`src/rtl/acq_pkg.sv`:
```
package acq_pkg;
  // increment modulo m
  function automatic int wrap_inc(int v, int m);
    return (v + 1 >= m) ? 0 : v + 1;
  endfunction

  // true when index p is the last of a store of depth d
  function automatic logic is_last(int p, int d);
    return p == d - 1;
  endfunction

  // any bit set or forced
  function automatic logic any_fire(logic [63:0] bits, logic frc);
    return (|bits) | frc;
  endfunction
endpackage

```
`src/rtl/acq_bcid_ctr.sv`:
```
module acq_bcid_ctr #(
  parameter int TS_W = 12
) (
  input  logic            clk,
  input  logic            rst_n,
  input  logic            clr,
  input  logic            tick,
  output logic [TS_W-1:0] bcid
);
  localparam int TS_MOD = 1 << TS_W;

  always_ff @(posedge clk or negedge rst_n) begin
    if (!rst_n)    bcid <= '0;
    else if (clr)  bcid <= '0;
    else if (tick) bcid <= TS_W'(acq_pkg::wrap_inc(int'(bcid), TS_MOD));
  end
endmodule

```
`src/rtl/acq_trig_gate.sv`:
```
module acq_trig_gate #(
  parameter int NCH = 36
) (
  input  logic           clk,
  input  logic           rst_n,
  input  logic           start,
  input  logic           tick,
  input  logic [NCH-1:0] disc,
  input  logic           force_in,
  input  logic           halt,
  output logic           cap,
  output logic           armed
);
  logic running;
  logic fire;

  assign fire = acq_pkg::any_fire(64'(disc), force_in);
  assign cap  = armed & ~start & ~halt & fire;

  always_ff @(posedge clk or negedge rst_n) begin
    if (!rst_n) begin
      running <= 1'b0;
      armed   <= 1'b0;
    end else if (start) begin
      running <= 1'b1;
      armed   <= 1'b1;
    end else if (cap) begin
      armed   <= 1'b0;
    end else if (tick && running) begin
      armed   <= 1'b1;
    end
  end
endmodule

```
`src/rtl/acq_evt_store.sv`:
```
module acq_evt_store #(
  parameter int NCH   = 36,
  parameter int DEPTH = 16,
  parameter int TS_W  = 12,
  localparam int PTR_W = $clog2(DEPTH)
) (
  input  logic             clk,
  input  logic             rst_n,
  input  logic             clr,
  input  logic             we,
  input  logic [TS_W-1:0]  ts_in,
  input  logic [NCH-1:0]   hits_in,
  input  logic [PTR_W-1:0] rd_slot,
  output logic [PTR_W-1:0] ptr,
  output logic             full,
  output logic [DEPTH-1:0] valid,
  output logic [NCH-1:0]   rd_hits,
  output logic [TS_W-1:0]  rd_ts
);
  logic [NCH-1:0]  hit_q [DEPTH];
  logic [TS_W-1:0] ts_q  [DEPTH];

  always_ff @(posedge clk or negedge rst_n) begin
    if (!rst_n) begin
      ptr  <= '0;
      full <= 1'b0;
    end else if (clr) begin
      ptr  <= '0;
      full <= 1'b0;
    end else if (we) begin
      ptr <= PTR_W'(acq_pkg::wrap_inc(int'(ptr), DEPTH));
      if (acq_pkg::is_last(int'(ptr), DEPTH)) full <= 1'b1;
    end
  end

  for (genvar g = 0; g < DEPTH; g++) begin : g_slot
    logic sel;
    assign sel = we && (ptr == PTR_W'(g));
    always_ff @(posedge clk or negedge rst_n) begin
      if (!rst_n) begin
        valid[g] <= 1'b0;
        hit_q[g] <= '0;
        ts_q[g]  <= '0;
      end else if (clr) begin
        valid[g] <= 1'b0;
      end else if (sel) begin
        valid[g] <= 1'b1;
        hit_q[g] <= hits_in;
        ts_q[g]  <= ts_in;
      end
    end
  end

  assign rd_hits = hit_q[rd_slot];
  assign rd_ts   = ts_q[rd_slot];
endmodule

```
`src/rtl/acq_ctrl.sv`:
```
module acq_ctrl #(
  parameter int NCH   = 36,
  parameter int DEPTH = 16,
  parameter int TS_W  = 12,
  localparam int PTR_W = $clog2(DEPTH)
) (
  input  logic             clk,
  input  logic             rst_n,
  input  logic             acq_start,
  input  logic             bx_tick,
  input  logic [NCH-1:0]   disc_in,
  input  logic             force_trig,
  input  logic             full_bus_n,
  input  logic [PTR_W-1:0] rd_slot,
  output logic             full_pull_o,
  output logic             hold_o,
  output logic [DEPTH-1:0] slot_valid_o,
  output logic [PTR_W-1:0] wr_ptr_o,
  output logic             armed_o,
  output logic [TS_W-1:0]  bcid_o,
  output logic [NCH-1:0]   rd_hits_o,
  output logic [TS_W-1:0]  rd_bcid_o
);
  // named internal events for the checker
  logic cap_w;
  logic halt_w;
  logic full_w;

  assign halt_w = full_w | ~full_bus_n;

  acq_bcid_ctr #(.TS_W(TS_W)) u_bcid (
    .clk(clk), .rst_n(rst_n), .clr(acq_start), .tick(bx_tick), .bcid(bcid_o)
  );

  acq_trig_gate #(.NCH(NCH)) u_gate (
    .clk(clk), .rst_n(rst_n), .start(acq_start), .tick(bx_tick),
    .disc(disc_in), .force_in(force_trig), .halt(halt_w),
    .cap(cap_w), .armed(armed_o)
  );

  acq_evt_store #(.NCH(NCH), .DEPTH(DEPTH), .TS_W(TS_W)) u_store (
    .clk(clk), .rst_n(rst_n), .clr(acq_start), .we(cap_w),
    .ts_in(bcid_o), .hits_in(disc_in), .rd_slot(rd_slot),
    .ptr(wr_ptr_o), .full(full_w), .valid(slot_valid_o),
    .rd_hits(rd_hits_o), .rd_ts(rd_bcid_o)
  );

  always_ff @(posedge clk or negedge rst_n) begin
    if (!rst_n) hold_o <= 1'b0;
    else        hold_o <= cap_w;
  end

  assign full_pull_o = full_w;
endmodule

```
`config.mk`:
```
export PLATFORM = sky130hd
export DESIGN_NAME = acq_ctrl
export DESIGN_NICKNAME = d
export VERILOG_FILES = /design/src/rtl/acq_pkg.sv /design/src/rtl/acq_bcid_ctr.sv /design/src/rtl/acq_trig_gate.sv /design/src/rtl/acq_evt_store.sv /design/src/rtl/acq_ctrl.sv
export SDC_FILE = /design/constraint.sdc
export NUM_CORES = 1
export LEC_CHECK = 0
export BUFFER_PORTS_ARGS = -buffer_cell sky130_fd_sc_hd__buf_2
export CAP_MARGIN = 40
export CORE_MARGIN = 2
export CORE_UTILIZATION = 45
export CTS_CLUSTER_DIAMETER = 120
export DETAILED_ROUTE_END_ITERATION = 10
export PLACE_DENSITY = 0.59
export SKIP_CTS_REPAIR_TIMING = 1
export SLEW_MARGIN = 20
export SYNTH_ARGS = -nofsm -noshare
export SYNTH_HDL_FRONTEND = slang
export SYNTH_SLANG_ARGS = --single-unit
```
`constraint.sdc`:
```
create_clock -name clk -period 4.9 [get_ports clk]
set_clock_uncertainty 0.2 [all_clocks]
set_input_delay 0.98 -clock clk [delete_from_list [all_inputs] [get_ports clk]]
set_output_delay 0.98 -clock clk [all_outputs]
set_load 0.005 [all_outputs]
```
==> reports/qor.yml <==
pwr:
  power.total_mw: 15.4
  total_leakage_power_nw: 17.6
  powerDensity_nw_per_um2: 377
  vdd_ir_drop_max_mv: 0.254
floorplanning:
  io_pins: 129
  coreArea_um2: 79300
  die_w_um: 287
  row_count: 103
  initial_core_util_pct: 45.6
  dieArea_um2: 82600
  die_h_um: 287
critical_path:
  critPathArrivalTime_ns: 2.90
  setup.worst_path.end_class: "output pin"
  path_class: "in -> out"
  critPathMaxFanout: 26
  crit_start: "rd_slot[0]"
  rr_worst_depth: 5
  start_kind: "primary input"
  r2r-end: "u_store.ts_q[189]"
  r2r_setup_slack_ns: 2.21
  reg2reg_from: "u_store.ptr[2]"
  required_ns: 3.72
sta:
  final_max_slew_viol_count: 0
  finalSetupTns_ns: 0
  hold_violations: 0
  grt_setup_unrepaired: "no"
  setup_viol_count_final: 0
  maxSlewHeadroom_pct: 44.9
  min_period_ns: 4.08
  post-route-period-util_pct: 83.2
  worst_slew_pin_slew_ns: 0.826
  fmax_mhz: 245
run_status:
  outcome: "complete, no violations"
route:
  vias: 23400
  viasPerCell: 6.57
  drt-initial-drc-count: 2266
  wl_mm: 109
  wl_per_cell_um: 30.7
  drtPass1Iterations: 7
  drc_errors: 0
  final_antenna_net_count: 0
clocking:
  clk_pin_slew_worst_paths_ns: 0.06
  cts_tree: "done"
  worstSkewPairLatency_ns: 0.63
  cts_sinks: 804
  clock-root-buffer: "clkbuf_16"
  numCtsBuffers: 87
  clockBufferDepth: 3
  h-tree-depth: 3
yosys:
  ys.flop_type: "dfrtp_1"
  ys_seq_area_share_pct: 55.6
  synth-async-reset-ratio_pct: 100
  synth-edff-count: 0
  syn_area_per_cell_um2: 15.3
  netlist_instances: 2364
  ys_types: 51
  yosys_warnings: 0
  syn-num-nets: 2415
  netlist_area_um2: 36200
  ys_ff_latch: 804
grt:
  grtUsageMet1_pct: 36.7
  busiest_layer: "met2"
  met3_usage_pct: 5.17
  gr-usage-met2_pct: 43.4
  grt_pass1_wl_mm: 167
  grt_pass1_vias: 25300
  antenna_found_initial: 7
  grt_max_degree: 101
  grt_overflow: 0
  track_usage_pct: 26.9
placed_design:
  dp_hpwl_mm: 61.8
  place_congestion: 0.773
  port-buffer-count: 128
finish:
  regArea_um2: 20100
  nets: 2486
  areaGrowthSynthToFinish_pct: 12.7
  multi_input_area_um2: 14500
  drive_gt1_share_pct: 33.0
  nFillCells: 6462
run:
  drv_cap: 0
worst_hold_path:
  hp-class: "in -> async"
## placed cells by master, fill, tap and decap left out, types with 4 or more instances in the layout
cell,instances
nand4_1,5
nand2_4,4
xnor2_1,4
buf_2,123
xor2_1,5
o21ai_0,21
clkbuf_16,89
a21oi_1,5
mux2_2,180
nand3_1,5
clkinv_4,4
nor4_2,4
dfrtp_1,804
bufinv_16,4
inv_1,20
o2bb2ai_1,576
and2_1,6
ha_1,5
nor4_1,4
nor2_1,15
nand2_1,148
buf_4,63
buf_12,35
clkbuf_8,23
mux2_1,12
mux4_2,240
clkbuf_1,11
clkinv_2,21
o311ai_4,16
## synthesized netlist by cell type (2+ instances only)
library cell	n	area share, %
nand2b_1	3	0.052
inv_1	20	0.21
o311ai_4	16	1.2
nor3_1	3	0.042
nor2b_1	3	0.052
nor2_1	15	0.16
o2bb2ai_1	576	14
buf_6	74	2.3
buf_1	3	0.031
nand3_1	6	0.083
nand2_1	152	1.6
nor4_2	3	0.10
and2_1	7	0.12
o21ai_0	21	0.29
nor4_1	5	0.086
ha_1	5	0.17
o311ai_0	3	0.073
clkbuf_1	130	1.3
mux4_2	240	15
o211ai_1	2	0.042
and4_1	3	0.073
a21oi_1	5	0.069
nand4_1	5	0.086
dfrtp_1	804	56
and3_1	3	0.052
mux2_2	180	5.6
buf_4	8	0.17
xnor2_1	4	0.097
mux2_1	12	0.37
buf_2	28	0.39
xor2_1	5	0.12
## layout make-up
| type | count | share of cell area, % |
|---|---|---|
| Antenna cell | 1 | 0.00614 |
| Clock buffer | 122 | 6.31 |
| Clock inverter | 35 | 0.795 |
| Inverter | 20 | 0.184 |
| Multi-Input combinational cell | 1295 | 35.5 |
| Sequential cell | 804 | 49.3 |
| Tap cell | 1050 | 3.22 |
| Timing Repair Buffer | 227 | 4.67 |
## where the power goes
group          switching (mW)  total, mW  internal (mW)
Sequential              0.275       7.36           7.08
Clock                    2.74       6.61           3.87
Combinational           0.703       1.42          0.719
Total                    3.72       15.4           11.7
## through the flow
step	worst slack, ns	instance area [µm²]	hold slack (ns)	utilization [%]	instances
6_report	0.825	40800	0.200	51.4	3554
5_1_grt	0.715	40800	0.241	51.4	3554
4_1_cts	0.787	40800	0.206	51.4	3553
3_5_place_dp	0.788	37900	0.263	47.8	3396
3_3_place_gp	0.807	37800	0.256	47.7	3392
2_1_floorplan	1.01	36200	0.238	-	2364
## worst max-delay path by stage
stage               depth (start not counted)  slack (ns)       endpoint
global route                                5        0.72   rd_bcid_o[0]
floorplan                                   5        1.01   rd_hits_o[0]
global placement                            6        0.81   rd_hits_o[8]
detailed placement                          6        0.79  rd_hits_o[20]
CTS                                         6        0.79   rd_hits_o[9]
finish                                      6        0.82   rd_hits_o[9]
## worst max-delay path: stages
cell and delay, ns:
buf_8 0.17, buf_12 0.28, buf_12 0.22, mux4_2 0.53, mux4_2 0.53, buf_2 0.16
## cell families (layout without fill, tap and decap cells)
logic type / count (synthesis) / after routing / synth area share (%)
AO/OA/AOI/OAI: 632 / 632 / 15.8
XOR/XNOR: 9 / 9 / 0.218
adder cells (fa/ha/maj): 5 / 5 / 0.173
buffers and inverters: 265 / 404 / 4.50
flip-flops: 804 / 804 / 55.6
multiplexers: 433 / 433 / 21.0
other: 0 / 1 / 0
AND/OR/NAND/NOR: 216 / 216 / 2.74
## routing by layer
layer | share of wire [%] | vias up
li1 | - | 9472
met3 | 6.9 | 214
met4 | 3.1 | 6
met2 | 48 | 1032
met5 | 0.027 | -
met1 | 42 | 12600
## flip-flops by register name (all words and copies together) (netlist names)
register,cells
u_store.full,1
hold_o,1
u_gate.armed,1
u_store.ptr,4
u_gate.running,1
u_store.valid,16
u_store.ts_q,192
u_bcid.bcid,12
u_store.hit_q,576
No activity file was read; power rests on OpenSTA's default activity.
